--- src/rtl/dram_rfs_pkg.sv ---
package dram_rfs_pkg;

    typedef enum logic [3:0] {
        RS_PAUSE,
        RS_IDLE,
        RS_ASK,
        RS_CASLEAD,
        RS_RASLOW,
        RS_PRECH,
        RS_SRHOLD,
        RS_SELF,
        RS_SREXIT
    } rfs_state_e;

    function automatic int unsigned umax(input int unsigned a, input int unsigned b);
        return (a > b) ? a : b;
    endfunction

endpackage

--- src/rtl/dram_rfs_timer.sv ---
module dram_rfs_timer #(
    parameter int unsigned INTERVAL = 3125
) (
    input  logic clk,
    input  logic rst_n,
    input  logic run,
    output logic tick
);
    localparam int unsigned TW = (INTERVAL > 1) ? $clog2(INTERVAL) : 1;

    typedef struct packed {
        logic [TW-1:0] cnt;
    } tmr_t;

    tmr_t d, q;

    always_comb begin
        d    = q;
        tick = run && (q.cnt == TW'(INTERVAL - 1));
        if (!run) begin
            d.cnt = '0;
        end else if (tick) begin
            d.cnt = '0;
        end else begin
            d.cnt = q.cnt + TW'(1);
        end
    end

    always_ff @(posedge clk or negedge rst_n) begin
        if (!rst_n) begin
            q <= '0;
        end else begin
            q <= d;
        end
    end

    generate
        if (INTERVAL > 1) begin : g_gap
            // two owed refreshes never arrive back to back
            p_tick_gap_r4: assert property (@(posedge clk) disable iff (!rst_n)
                tick |=> !tick);
        end
    endgenerate

endmodule

--- src/rtl/dram_rfs_backlog.sv ---
module dram_rfs_backlog #(
    parameter int unsigned WAKE_COUNT    = 8,
    parameter int unsigned URGENT_LEVEL  = 4,
    parameter int unsigned BACKLOG_LIMIT = 8,
    parameter bit          BURST_EXIT    = 1'b0,
    parameter int unsigned BURST_ROWS    = 4096,
    parameter int unsigned CW            = 13
) (
    input  logic          clk,
    input  logic          rst_n,
    input  logic          tick,
    input  logic          done,
    input  logic          load_wake,
    input  logic          clear,
    input  logic          reload,
    output logic [CW-1:0] pend,
    output logic          urgent,
    output logic          lapse
);
    localparam logic [CW-1:0] WAKE_V   = CW'(WAKE_COUNT);
    localparam logic [CW-1:0] LIMIT_V  = CW'(BACKLOG_LIMIT);
    localparam logic [CW-1:0] URGENT_V = CW'(URGENT_LEVEL);
    localparam logic [CW-1:0] RELOAD_V = BURST_EXIT ? CW'(BURST_ROWS) : '0;

    typedef struct packed {
        logic [CW-1:0] cnt;
    } blg_t;

    blg_t d, q;

    always_comb begin
        d      = q;
        lapse  = tick && (q.cnt == LIMIT_V) && !load_wake && !clear;
        if (load_wake) begin
            d.cnt = WAKE_V;
        end else if (clear) begin
            d.cnt = '0;
        end else if (reload) begin
            d.cnt = RELOAD_V;
        end else if (lapse) begin
            d.cnt = WAKE_V;
        end else if (tick && !done) begin
            d.cnt = q.cnt + CW'(1);
        end else if (done && !tick) begin
            d.cnt = q.cnt - CW'(1);
        end
        pend   = q.cnt;
        urgent = (q.cnt >= URGENT_V);
    end

    always_ff @(posedge clk or negedge rst_n) begin
        if (!rst_n) begin
            q <= '0;
        end else begin
            q <= d;
        end
    end

    // a lapse restarts the owed count at the wake-up length
    p_lapse_reload_r7: assert property (@(posedge clk) disable iff (!rst_n)
        lapse |=> (pend == WAKE_V));

    // a finished refresh with nothing else happening pays off exactly one
    p_drain_step_r4: assert property (@(posedge clk) disable iff (!rst_n)
        (done && !tick && !clear && !reload && !load_wake) |=> (pend == $past(pend) - CW'(1)));

    // urgency only appears after a pacing tick or a reload of the count
    p_urgent_source_r6: assert property (@(posedge clk) disable iff (!rst_n)
        $rose(urgent) |-> ($past(tick) || $past(load_wake) || $past(reload)));

endmodule

--- src/rtl/dram_rfs_seq.sv ---
module dram_rfs_seq
    import dram_rfs_pkg::*;
#(
    parameter int unsigned PAUSE_CYC     = 20000,
    parameter int unsigned CAS_LEAD_CYC  = 1,
    parameter int unsigned RAS_LOW_CYC   = 12,
    parameter int unsigned PRECHARGE_CYC = 8,
    parameter int unsigned SELF_HOLD_CYC = 20000,
    parameter int unsigned EXIT_HOLD_CYC = 21,
    parameter bit          BURST_EXIT    = 1'b0,
    parameter int unsigned PW            = 15,
    parameter int unsigned CW            = 13
) (
    input  logic          clk,
    input  logic          rst_n,
    input  logic          gnt,
    input  logic          sr_req,
    input  logic [CW-1:0] pend,
    input  logic          lapse,
    output logic          load_wake,
    output logic          done,
    output logic          sr_enter,
    output logic          sr_leave,
    output logic          run,
    output logic          req,
    output logic          own,
    output logic          ras_n,
    output logic          cas_n,
    output logic          we_n,
    output logic          in_self,
    output logic          ready
);
    typedef struct packed {
        rfs_state_e    st;
        logic [PW-1:0] cnt;
        logic          wake;
        logic          sel;
    } seq_t;

    seq_t d, q;
    logic need;

    always_comb begin
        d         = q;
        load_wake = 1'b0;
        done      = 1'b0;
        sr_enter  = 1'b0;
        sr_leave  = 1'b0;
        need      = (pend != '0) || (sr_req && !q.wake);
        case (q.st)
            RS_PAUSE: begin
                if (q.cnt == PW'(PAUSE_CYC - 1)) begin
                    d.st      = RS_IDLE;
                    d.cnt     = '0;
                    d.wake    = 1'b1;
                    load_wake = 1'b1;
                end else begin
                    d.cnt = q.cnt + PW'(1);
                end
            end
            RS_IDLE: begin
                if (need) begin
                    d.st = RS_ASK;
                end
            end
            RS_ASK: begin
                if (!need) begin
                    d.st = RS_IDLE;
                end else if (gnt) begin
                    d.st  = RS_CASLEAD;
                    d.cnt = '0;
                    d.sel = sr_req && !q.wake;
                end
            end
            RS_CASLEAD: begin
                if (q.cnt == PW'(CAS_LEAD_CYC - 1)) begin
                    d.cnt = '0;
                    if (q.sel) begin
                        d.st     = RS_SRHOLD;
                        sr_enter = 1'b1;
                    end else begin
                        d.st = RS_RASLOW;
                    end
                end else begin
                    d.cnt = q.cnt + PW'(1);
                end
            end
            RS_RASLOW: begin
                if (q.cnt == PW'(RAS_LOW_CYC - 1)) begin
                    d.st  = RS_PRECH;
                    d.cnt = '0;
                end else begin
                    d.cnt = q.cnt + PW'(1);
                end
            end
            RS_PRECH: begin
                if (q.cnt == PW'(PRECHARGE_CYC - 1)) begin
                    d.st  = RS_IDLE;
                    d.cnt = '0;
                    done  = 1'b1;
                    if (pend == CW'(1)) begin
                        d.wake = 1'b0;
                    end
                end else begin
                    d.cnt = q.cnt + PW'(1);
                end
            end
            RS_SRHOLD: begin
                if (q.cnt == PW'(SELF_HOLD_CYC - 1)) begin
                    d.st  = RS_SELF;
                    d.cnt = '0;
                end else begin
                    d.cnt = q.cnt + PW'(1);
                end
            end
            RS_SELF: begin
                if (!sr_req) begin
                    d.st  = RS_SREXIT;
                    d.cnt = '0;
                end
            end
            RS_SREXIT: begin
                if (q.cnt == PW'(EXIT_HOLD_CYC - 1)) begin
                    d.st     = RS_IDLE;
                    d.cnt    = '0;
                    d.wake   = BURST_EXIT;
                    sr_leave = 1'b1;
                end else begin
                    d.cnt = q.cnt + PW'(1);
                end
            end
            default: begin
                d.st = RS_IDLE;
            end
        endcase
        if (lapse) begin
            d.wake = 1'b1;
        end
    end

    always_ff @(posedge clk or negedge rst_n) begin
        if (!rst_n) begin
            q.st   <= RS_PAUSE;
            q.cnt  <= '0;
            q.wake <= 1'b0;
            q.sel  <= 1'b0;
        end else begin
            q <= d;
        end
    end

    logic sr_phase;

    always_comb begin
        sr_phase = (q.st == RS_SRHOLD) || (q.st == RS_SELF) || (q.st == RS_SREXIT);
        run      = !q.wake && ((q.st == RS_IDLE) || (q.st == RS_ASK) || (q.st == RS_CASLEAD)
                               || (q.st == RS_RASLOW) || (q.st == RS_PRECH));
        req      = (q.st == RS_ASK);
        own      = (q.st == RS_CASLEAD) || (q.st == RS_RASLOW) || (q.st == RS_PRECH) || sr_phase;
        cas_n    = !((q.st == RS_CASLEAD) || (q.st == RS_RASLOW)
                     || (q.st == RS_SRHOLD) || (q.st == RS_SELF));
        ras_n    = !((q.st == RS_RASLOW) || (q.st == RS_SRHOLD) || (q.st == RS_SELF));
        we_n     = 1'b1;
        in_self  = (q.st == RS_SELF);
        ready    = (q.st != RS_PAUSE) && !q.wake && !sr_phase;
    end

    // RAS only ever falls with CAS already low (CBR order)
    p_cas_lead_r3: assert property (@(posedge clk) disable iff (!rst_n)
        $fell(ras_n) |-> $past(!cas_n));

    // no RAS-only cycle is ever produced
    p_ras_needs_cas_r3: assert property (@(posedge clk) disable iff (!rst_n)
        !ras_n |-> !cas_n);

    // strobes are taken only after a granted request
    p_grant_first_r5: assert property (@(posedge clk) disable iff (!rst_n)
        $rose(own) |-> $past(req && gnt));

    // accesses open only at the end of an owned strobe phase
    p_ready_after_own_r2: assert property (@(posedge clk) disable iff (!rst_n)
        $rose(ready) |-> $past(own));

    // self refresh keeps both strobes low
    p_self_low_r8: assert property (@(posedge clk) disable iff (!rst_n)
        in_self |-> (!ras_n && !cas_n));

    // leaving self refresh raises RAS while still owning the strobes
    p_exit_hold_r9: assert property (@(posedge clk) disable iff (!rst_n)
        $fell(in_self) |-> (own && ras_n && cas_n));

endmodule

--- src/rtl/dram_refresh_sched.sv ---
module dram_refresh_sched
    import dram_rfs_pkg::*;
#(
    parameter int unsigned PAUSE_CYC     = 20000,
    parameter int unsigned PACE_CYC      = 3125,
    parameter int unsigned CAS_LEAD_CYC  = 1,
    parameter int unsigned RAS_LOW_CYC   = 12,
    parameter int unsigned PRECHARGE_CYC = 8,
    parameter int unsigned SELF_HOLD_CYC = 20000,
    parameter int unsigned EXIT_HOLD_CYC = 21,
    parameter int unsigned WAKE_COUNT    = 8,
    parameter int unsigned URGENT_LEVEL  = 4,
    parameter int unsigned BACKLOG_LIMIT = 8,
    parameter bit          BURST_EXIT    = 1'b0,
    parameter int unsigned BURST_ROWS    = 4096
) (
    input  logic clk,
    input  logic rst_n,
    input  logic gnt,
    input  logic sr_req,
    output logic req,
    output logic urgent,
    output logic own,
    output logic ras_n,
    output logic cas_n,
    output logic we_n,
    output logic in_self,
    output logic ready
);
    localparam int unsigned PH_MAX = umax(umax(PAUSE_CYC, SELF_HOLD_CYC),
                                          umax(umax(CAS_LEAD_CYC, RAS_LOW_CYC),
                                               umax(PRECHARGE_CYC, EXIT_HOLD_CYC)));
    localparam int unsigned PW     = $clog2(PH_MAX + 1);
    localparam int unsigned CNT_MAX = umax(umax(WAKE_COUNT, BACKLOG_LIMIT), BURST_ROWS);
    localparam int unsigned CW     = $clog2(CNT_MAX + 1);

    logic          tick;
    logic          run;
    logic          lapse;
    logic          load_wake;
    logic          done;
    logic          sr_enter;
    logic          sr_leave;
    logic [CW-1:0] pend;

    dram_rfs_timer #(
        .INTERVAL (PACE_CYC)
    ) u_timer (
        .clk   (clk),
        .rst_n (rst_n),
        .run   (run),
        .tick  (tick)
    );

    dram_rfs_backlog #(
        .WAKE_COUNT    (WAKE_COUNT),
        .URGENT_LEVEL  (URGENT_LEVEL),
        .BACKLOG_LIMIT (BACKLOG_LIMIT),
        .BURST_EXIT    (BURST_EXIT),
        .BURST_ROWS    (BURST_ROWS),
        .CW            (CW)
    ) u_backlog (
        .clk       (clk),
        .rst_n     (rst_n),
        .tick      (tick),
        .done      (done),
        .load_wake (load_wake),
        .clear     (sr_enter),
        .reload    (sr_leave),
        .pend      (pend),
        .urgent    (urgent),
        .lapse     (lapse)
    );

    dram_rfs_seq #(
        .PAUSE_CYC     (PAUSE_CYC),
        .CAS_LEAD_CYC  (CAS_LEAD_CYC),
        .RAS_LOW_CYC   (RAS_LOW_CYC),
        .PRECHARGE_CYC (PRECHARGE_CYC),
        .SELF_HOLD_CYC (SELF_HOLD_CYC),
        .EXIT_HOLD_CYC (EXIT_HOLD_CYC),
        .BURST_EXIT    (BURST_EXIT),
        .PW            (PW),
        .CW            (CW)
    ) u_seq (
        .clk       (clk),
        .rst_n     (rst_n),
        .gnt       (gnt),
        .sr_req    (sr_req),
        .pend      (pend),
        .lapse     (lapse),
        .load_wake (load_wake),
        .done      (done),
        .sr_enter  (sr_enter),
        .sr_leave  (sr_leave),
        .run       (run),
        .req       (req),
        .own       (own),
        .ras_n     (ras_n),
        .cas_n     (cas_n),
        .we_n      (we_n),
        .in_self   (in_self),
        .ready     (ready)
    );

endmodule

--- config.mk ---
export PLATFORM = sky130hd
export DESIGN_NAME = dram_refresh_sched
export DESIGN_NICKNAME = d
export VERILOG_FILES = /design/src/rtl/dram_rfs_pkg.sv /design/src/rtl/dram_rfs_timer.sv /design/src/rtl/dram_rfs_backlog.sv /design/src/rtl/dram_rfs_seq.sv /design/src/rtl/dram_refresh_sched.sv
export SDC_FILE = /design/constraint.sdc
export NUM_CORES = 1
export LEC_CHECK = 0
export CAP_MARGIN = 10
export CORE_MARGIN = 4
export CORE_UTILIZATION = 62
export CTS_CLUSTER_DIAMETER = 30
export CTS_CLUSTER_SIZE = 24
export DETAILED_ROUTE_END_ITERATION = 10
export DONT_BUFFER_PORTS = 1
export PLACE_DENSITY = 0.85
export RECOVER_POWER = 25
export SYNTH_ARGS = -nofsm -noshare
export SYNTH_HDL_FRONTEND = slang
export SYNTH_SLANG_ARGS = --single-unit
--- constraint.sdc ---
create_clock -name clk -period 4.1 [get_ports clk]
set_clock_uncertainty 0.1 [all_clocks]
set_input_delay 0.82 -clock clk [delete_from_list [all_inputs] [get_ports clk]]
set_output_delay 0.82 -clock clk [all_outputs]
set_load 0.01 [all_outputs]
==> metrics.md, run 1 <==
| Metric | Value |
|---|---|
| NumNets Final | `around 370` |
| Synthesized netlist net count | `roughly 370` |
| Count of distinct cell types in the synthesized netlist | `between 50 and 60` |
| Top FF cell, synth | `sky130_fd_sc_hd__dfrtp_1` |
| Die Area | `6020 µm²` |
| Average footprint of a synthesized cell | `8.37 µm²` |
| Worst Max-Slew Pin Slew | `between 0.7 and 0.8 ns` |
| Required arrival time at the worst endpoint | `4.17 ns` |
| Cell Area, Synth | `approximately 3000 µm²` |
| Count of final max-slew check failures | `0` |
| Post-route worst setup slack | `0.332 ns` |
| Drt via density | `a little over 6` |
| Total wire length | `roughly 6300 µm` |
| Clock transition time at the flip-flop clock pins of the worst setup and hold paths | `about 0.090 ns` |
| Most common cell in the netlist | `sky130_fd_sc_hd__nor2_1` |
| Finish-stage setup viols | `0` |
| Floorplan core area | `between 4000 and 5000 µm²` |
| Number of diodes added for antenna fixing | `0` |
| Slew HR | `50.8%` |
| Num ports | `12` |
| GRT Total Usage | `~22%` |
| Average wire per standard cell | `between 10 and 15 µm` |
| Status | `finished clean` |
| Worst skew pair latency | `0.30 ns` |
| Number of antenna violations at the first check in global routing | `0` |
| Vias in the first global route | `2371` |
| Peak-usage layer in the global routing report | `met2` |
| Number of hold buffers added after CTS | `0` |
| Post-Place Worst Slack | `0.355 ns` |
| Rows | `25` |
| Fraction of layout cells with a size suffix above 1 | `7.06%` |
| Worst hold path type | `in2async` |
| Met3 track demand over resource | `between 2 and 3%` |
| Met1 capacity usage during global routing | `between 30% and 40%` |
| Initial Util | `63.6%` |
| Power density over the cells | `around 250 nW/µm²` |
| Total of cells resized after clock tree synthesis | `0` |
| Number of buffers created by CTS | `5` |
| Worst-case clock buffer depth | `2` |
| Clk sink count | `46` |
| Synth-to-layout area growth | `5.41%` |
| Final weighted congestion of routability-driven global placement | `~0.9` |
| Share of the cycle needed by the critical path after routing | `about 92%` |
| Count of nets left with antenna violations after detail routing | `0` |
| H-tree depth reported by CTS | `2` |
| FF+latch count, synth | `between 40 and 50` |
| Die width | `approximately 78 µm` |
| Biggest area contributors in the synthesized netlist | `sky130_fd_sc_hd__dfrtp_1 38%, sky130_fd_sc_hd__nor2_1 6.0%, sky130_fd_sc_hd__xnor2_1 4.4%, sky130_fd_sc_hd__nand2_1 3.9%, sky130_fd_sc_hd__ha_1 3.7%` |
| Cell area after placement | `slightly above 3000 µm²` |
| Remaining DRCs | `0` |
| Number of enable flip-flop cells after synthesis | `0` |
| Clock tree from TritonCTS | `yes` |
| Worst setup path class | `reg2reg` |
| Arrival time at the worst endpoint | `about 3.8 ns` |
| Wire length of the first global-routing pass | `roughly 11000 µm` |
| Worst-case vdd ir drop | `about 0.19 mV` |
| Worst reg-to-reg path cell count | `10` |
| Post-route cell area | `3170 µm²` |
| Reg-to-reg startpoint | `u_seq.q[7]$_DFFE_PN0P_` |
| Nature of the critical path endpoint | `flop` |
| Launching instance or port of the critical path | `u_seq.q[7]$_DFFE_PN0P_` |
| Post-DP HPWL | `between 4000 and 5000 µm` |
| # Max-Cap Violations | `0` |
| Startpoint Class | `flop` |
| Ys Warns | `0` |
| Maximum number of pins on one net before global-route repair | `47` |
| RSZ-0062 raised after global routing | `false` |
| Accumulated negative setup slack | `0 ns` |
| Total via count in the routed design | `2567` |
| Met2 Use GR | `between 30% and 40%` |
| Post-CTS setup buffer count | `0` |
| Part of the Yosys area used for sequential elements | `38.3%` |
| Aggregate global routing overflow | `0` |
| Die H | `about 78 µm` |
| Clock root cell | `sky130_fd_sc_hd__clkbuf_8` |
| Hold violation total from the final report | `0` |
| Static Leakage | `between 0.001 and 0.0015 µW` |
| Filler cells | `375` |
| Number of buffer cells added on primary ports | `0` |
| Length of the first detailed-routing pass in iterations | `5` |
| Leading post-synthesis cells by instance count | `48 x sky130_fd_sc_hd__nor2_1, 46 x sky130_fd_sc_hd__dfrtp_1, 31 x sky130_fd_sc_hd__nand2_1` |
| Proportion of synthesized flip-flops having asynchronous set or reset | `100%` |
| Achievable clock frequency | `roughly 0.27 GHz` |
| Share of Yosys cell area claimed by the top area cell type | `between 30% and 40%` |
| Detailed router's first-iteration violation count | `about 320` |
| Cells after Synth | `359` |
| Cell taking the most area after synthesis | `sky130_fd_sc_hd__dfrtp_1` |
| Fin crit period | `roughly 3.8 ns` |
| Maximum fanout along the worst path | `14` |
==> routing by layer <==
metal	vias up	share of wire, %	wire length (µm)
li1	1260	-	-
met1	1219	47	2970
met2	80	46	2920
met3	8	5.7	356
met4	0	0.67	42
met5	-	0	0
==> critical path: stages, from the launching register on <==
cell                      delay, ns
sky130_fd_sc_hd__dfrtp_1       0.45
sky130_fd_sc_hd__or4_1         0.61
sky130_fd_sc_hd__nor4_1        0.46
sky130_fd_sc_hd__nand3_1       0.14
sky130_fd_sc_hd__ha_1          0.35
sky130_fd_sc_hd__or3_1         0.37
sky130_fd_sc_hd__or4_1         0.40
sky130_fd_sc_hd__a21oi_1       0.31
sky130_fd_sc_hd__nor3b_1       0.28
sky130_fd_sc_hd__xnor2_1       0.14
sky130_fd_sc_hd__nor2_1        0.05
==> flip-flops by register name, summed over array words and instances (netlist names) <==
name	flops
u_backlog.pend	13
u_timer.q	12
u_seq.q	21
==> placed cells by master (no fill, tap or decap), types with 5 or more instances in the layout <==
master	instances
sky130_fd_sc_hd__nor2_1	48
sky130_fd_sc_hd__dfrtp_1	46
sky130_fd_sc_hd__nand2_1	31
sky130_fd_sc_hd__nand3_1	17
sky130_fd_sc_hd__inv_1	17
sky130_fd_sc_hd__o21ai_0	17
sky130_fd_sc_hd__a21oi_1	16
sky130_fd_sc_hd__xnor2_1	15
sky130_fd_sc_hd__and3_1	13
sky130_fd_sc_hd__nor3_1	10
sky130_fd_sc_hd__ha_1	9
sky130_fd_sc_hd__nand4_1	8
sky130_fd_sc_hd__nand2b_1	8
sky130_fd_sc_hd__or3_1	8
sky130_fd_sc_hd__xor2_1	8
sky130_fd_sc_hd__nor4_1	7
sky130_fd_sc_hd__clkbuf_8	6
sky130_fd_sc_hd__a31oi_1	5
sky130_fd_sc_hd__or4_1	5
sky130_fd_sc_hd__buf_4	5
==> layout make-up <==
cell class	instances	area, µm²	share of cell area (%)
Clock buffer	6	82.6	2.61
Clock inverter	1	30.0	0.948
Inverter	17	63.8	2.02
Multi-Input combinational cell	279	1720	54.2
Sequential cell	46	1150	36.3
Tap cell	67	83.8	2.65
Timing Repair Buffer	5	37.5	1.19
==> cell families (layout without fill, tap and decap cells) <==
kind of cell / Yosys count / count (layout) / synth area share, %
and+or+nand+nor: 178 / 178 / 31.2
AOI/OAI and AO/OA: 64 / 64 / 13.9
DFF: 46 / 46 / 38.3
buffers and inverters: 34 / 29 / 4.50
xor gates and xnor gates: 23 / 23 / 6.71
adders and majority gates: 9 / 9 / 3.75
muxes: 4 / 4 / 1.50
other: 1 / 1 / 0.125
==> per-stage QoR <==
stage	utilization (%)	instances	power (µW)	hold slack (ns)
3_3_place_gp	64.7	414	465	0.382
6_report	67.0	421	799	0.105
3_5_place_dp	64.7	414	465	0.400
2_1_floorplan	-	359	465	0.357
4_1_cts	67.0	421	806	0.0972
5_1_grt	67.0	421	822	0.0890
==> power by group <==
part	switching (µW)	internal [µW]	total, µW	leakage, µW
registers	0	453	453	0.000576
logic	1.80	0.769	2.57	0.000726
clock network	148	195	343	0.0000573
==> final timing paths <==
check | to | slack (ns)
setup / recovery | u_backlog.pend[11]$_DFFE_PN0P_ | 0.33
hold / removal | u_seq.q[0]$_DFFE_PN0P_ | 0.10
setup reg to reg | u_backlog.pend[11]$_DFFE_PN0P_ | 0.33
hold reg to reg | u_seq.q[15]$_DFFE_PN0P_ | 0.41
max in group asynchronous | u_seq.q[8]$_DFFE_PN0P_ | 3.68
min in group clk | u_seq.q[15]$_DFFE_PN0P_ | 0.41
Power figures use the tool's default switching activity.
==> run 2: changes to the inputs <==
ABC_AREA = 1   (was unset)
==> run 2 against run 1 <==
- area after synthesis grew 25%
- clock power shrank 16%
- die area grew 22%
- sequential power grew 54%
- count of clock-buffer cells in the layout shrank 1
- non-clock buffer count shrank 5
- first-iteration DRC count shrank 1.6%
- power grew to 3.0 times the previous value
- synthesized cell count grew 60%
- sequential share of layout area shrank 6.5 points
- register-to-register slack gained 0.48 ns
- via count grew 47%
- critical path type unchanged
- largest power group is now combinational logic
==> metrics.md, run 2 <==
| Metric | Value |
|---|---|
| Post-route cell area | `3850 µm² (+22%)` |
| Post-route worst setup slack | `0.813 ns (+0.481 ns)` |
| Final weighted congestion of routability-driven global placement | `0.921 (+2.8%)` |
| Average footprint of a synthesized cell | `6.54 µm² (-22%)` |
| Vias in the first global route | `3581 (+51%)` |
| Count of final max-slew check failures | `0 (unchanged)` |
| Synth-to-layout area growth | `2.70%` |
| Number of antenna violations at the first check in global routing | `0 (unchanged)` |
| Floorplan core area | `5890 µm² (+25%)` |
| Worst hold path type | `in2async` |
| Ys Warns | `0 (unchanged)` |
| Accumulated negative setup slack | `0 ns (unchanged)` |
| Achievable clock frequency | `0.304 GHz (+15%)` |
| Detailed router's first-iteration violation count | `314 (-1.6%)` |
| Number of buffers created by CTS | `5 (unchanged)` |
| Maximum fanout along the worst path | `14 (unchanged)` |
| Clock tree from TritonCTS | `yes` |
| Worst skew pair latency | `0.31 ns (about the same)` |
| Die Area | `7360 µm² (+22%)` |
| Most used cells in the layout excluding fill and tap cells | `149 x sky130_fd_sc_hd__nand2_1, 70 x sky130_fd_sc_hd__nor2_1, 70 x sky130_fd_sc_hd__nand3_1` |
| Static Leakage | `0.00192 µW (+41%)` |
| Num ports | `12 (unchanged)` |
| Remaining DRCs | `0 (unchanged)` |
| Aggregate global routing overflow | `0 (unchanged)` |
| Cell Area, Synth | `3750 µm² (+25%)` |
| Synthesized netlist net count | `586 (+58%)` |
| Worst Max-Slew Pin Slew | `0.896 ns (+0.162 ns)` |
| Cells after Synth | `573 (+60%)` |
| Status | `finished clean` |
| Critical path's slowest cell | `sky130_fd_sc_hd__dfrtp_1` |
| Post-Place Worst Slack | `0.871 ns (+0.517 ns)` |
| Rows | `28 (+12%)` |
| FF+latch count, synth | `46 (unchanged)` |
| Post-DP HPWL | `6880 µm (+58%)` |
| Number of hold buffers added after CTS | `0 (unchanged)` |
| Clk sink count | `46 (unchanged)` |
| GRT Total Usage | `26.6% (+4.7 points)` |
| Leading post-synthesis cells by instance count | `149 x sky130_fd_sc_hd__nand2_1, 70 x sky130_fd_sc_hd__nand3_1, 70 x sky130_fd_sc_hd__nor2_1` |
| Startpoint Class | `flop` |
| NumNets Final | `581 (+58%)` |
| Arrival time at the worst endpoint | `3.39 ns (-0.45 ns)` |
| Biggest area contributors in the synthesized netlist | `sky130_fd_sc_hd__dfrtp_1 31%, sky130_fd_sc_hd__nand2_1 15%, sky130_fd_sc_hd__nand3_1 9.3%, sky130_fd_sc_hd__nor2_1 7.0%, sky130_fd_sc_hd__inv_1 6.5%` |
| Cells traversed along the worst timing path | `inv_1 -> nor2_1 -> nand2_2 -> nand3_1 -> nand2_2 -> inv_2 -> nand2_2 -> inv_1 -> ha_1 -> clkinv_1 -> nand3_1 -> o21ai_0 -> xor2_1 -> nand2_1 -> nand2_1 -> nand2_1 -> nand2_1 -> nand2_1` |
| Clock transition time at the flip-flop clock pins of the worst setup and hold paths | `0.09 ns (about the same)` |
| Worst setup path class | `reg2reg` |
| Cell area after placement | `3760 µm² (+23%)` |
| Part of the Yosys area used for sequential elements | `30.7% (-7.6 points)` |
| RSZ-0062 raised after global routing | `false` |
| Count of buffering cells on the critical path with inverters included | `4 (+4)` |
| Flip-flop count of the largest register after layout | `21 (unchanged)` |
| Required arrival time at the worst endpoint | `4.21 ns (+0.04 ns)` |
| Hold violation total from the final report | `0 (unchanged)` |
| Nature of the critical path endpoint | `flop` |
| Post-CTS setup buffer count | `0 (unchanged)` |
| Total of cells resized after clock tree synthesis | `0 (unchanged)` |
| Number of diodes added for antenna fixing | `0 (unchanged)` |
| Total via count in the routed design | `3778 (+47%)` |
| Category of cells accounting for the largest share of critical-path delay | `simple AND/OR/NAND/NOR gates` |
| Die H | `85.8 µm (+11%)` |
| Number of buffer cells added on primary ports | `0 (unchanged)` |
| Most common library cell in the layout ignoring fill and taps | `sky130_fd_sc_hd__nand2_1` |
| Count of nets left with antenna violations after detail routing | `0 (unchanged)` |
| Count of distinct cell types in the synthesized netlist | `40 (-26%)` |
| Clock root cell | `sky130_fd_sc_hd__clkbuf_8` |
| Worst-case clock buffer depth | `2 (unchanged)` |
| Die width | `85.8 µm (+11%)` |
| Most common cell in the netlist | `sky130_fd_sc_hd__nand2_1` |
| Share of Yosys cell area claimed by the top area cell type | `30.7% (-7.6 points)` |
| Share of the cycle needed by the critical path after routing | `80.2% (-12 points)` |
| Wire length of the first global-routing pass | `16000 µm (+47%)` |
| Number of enable flip-flop cells after synthesis | `0 (unchanged)` |
| Power density over the cells | `631 nW/µm² (+150%)` |
| # Max-Cap Violations | `0 (unchanged)` |
| H-tree depth reported by CTS | `2 (unchanged)` |
| Worst-case vdd ir drop | `0.398 mV (+110%)` |
| Proportion of synthesized flip-flops having asynchronous set or reset | `100% (unchanged)` |
| Cell taking the most area after synthesis | `sky130_fd_sc_hd__dfrtp_1` |
| Fraction of layout cells with a size suffix above 1 | `6.85% (-0.21 points)` |
| Top FF cell, synth | `sky130_fd_sc_hd__dfrtp_1` |
| Finish-stage setup viols | `0 (unchanged)` |
| Slew HR | `39.9% (-11 points)` |
| Maximum number of pins on one net before global-route repair | `47 (unchanged)` |
| Average wire per standard cell | `14.0 µm (-6.4%)` |
| Total wire length | `9000 µm (+43%)` |
| Most flops, register | `u_seq.q` |
| Drt via density | `5.87 (-3.8%)` |
| Fin crit period | `3.29 ns (-0.481 ns)` |
| Max incr delay on CP | `0.54 ns (-0.07 ns)` |
| Length of the first detailed-routing pass in iterations | `6 (+1)` |
| Initial Util | `63.7% (+0.11 points)` |
| CP dominant cell by count | `sky130_fd_sc_hd__nand2_1` |
## run 2: cell types whose count changed in the layout (fill, tap and decap cells not counted), moves of 10 or more
cell and change:
sky130_fd_sc_hd__nand4_1 +10, sky130_fd_sc_hd__and3_1 -12, sky130_fd_sc_hd__nor2_1 +22, sky130_fd_sc_hd__nand2_1 +118, sky130_fd_sc_hd__nor3_1 +13, sky130_fd_sc_hd__inv_1 +48
sky130_fd_sc_hd__nand3_1 +53
## run 2: logic make-up (layout without fill, tap and decap cells)
group	after synthesis	after routing	synth area share, %
buffers and inverters	83	79	9.24
other	1	1	0.100
AND/OR/NAND/NOR	360	360	44.1
adder cells (fa/ha/maj)	9	9	3.00
XOR/XNOR	22	22	5.14
AO/OA/AOI/OAI	52	52	7.74
flip-flops	46	46	30.7
## run 2: routing by layer
metal | vias to the layer above | global-route usage [%] | wire length (µm)
met5 | - | 0 | 0
met3 | 35 | 4.03 | 619
met2 | 171 | 44.5 | 4240
li1 | 1853 | - | -
met4 | 0 | 12.4 | 304
met1 | 1719 | 33.7 | 3840
## run 2: final cells by class
type | instances | area [µm²]
Clock inverter | 3 | 18.8
Fill cell | 535 | 2030
Sequential cell | 46 | 1150
Inverter | 71 | 267
Tap cell | 75 | 93.8
Clock buffer | 5 | 68.8
Multi-Input combinational cell | 444 | 2250
## run 2: power breakdown
part	switching (µW)	internal [µW]	total (µW)
sequential	150	546	696
combinational	971	474	1450
clock	169	120	289
total	1290	1140	2430
## run 2: per-stage QoR
step | utilization, % | std cells | hold WS (ns) | total power (µW)
final | 65.4 | 644 | 0.0921 | 2430
after global routing | 65.4 | 644 | 0.0765 | 2710
after CTS | 65.4 | 644 | 0.0901 | 2420
after detailed placement | 63.9 | 636 | 0.349 | 2130
after global placement | 63.9 | 636 | 0.348 | 2090
after floorplan | - | 573 | 0.332 | 1890
## run 2: worst paths after layout
path                       cells after the start  slack, ns                             to                    start
hold / removal                                 0       0.09         u_seq.q[9]$_DFFE_PN0P_                    rst_n
setup / recovery                              18       0.81  u_backlog.pend[3]$_DFFE_PN0P_  u_seq.q[17]$_DFFE_PN0P_
max in group asynchronous                      0       3.70  u_backlog.pend[4]$_DFFE_PN0P_                    rst_n
hold reg to reg                                1       0.36         u_timer.q[0]$_DFF_PN0_   u_timer.q[0]$_DFF_PN0_
setup reg to reg                              18       0.81  u_backlog.pend[3]$_DFFE_PN0P_  u_seq.q[17]$_DFFE_PN0P_
min in group clk                               1       0.36         u_timer.q[0]$_DFF_PN0_   u_timer.q[0]$_DFF_PN0_
## run 2: worst register-to-register path, delay by kind of cell, from the launching register on
family | cells | cell delay, ns
xor gates and xnor gates | 1 | 0.17
adders and majority gates | 1 | 0.46
buffers and inverters | 4 | 0.67
and+or+nand+nor | 11 | 1.10
AOI/OAI and AO/OA | 1 | 0.16
DFF | 1 | 0.54
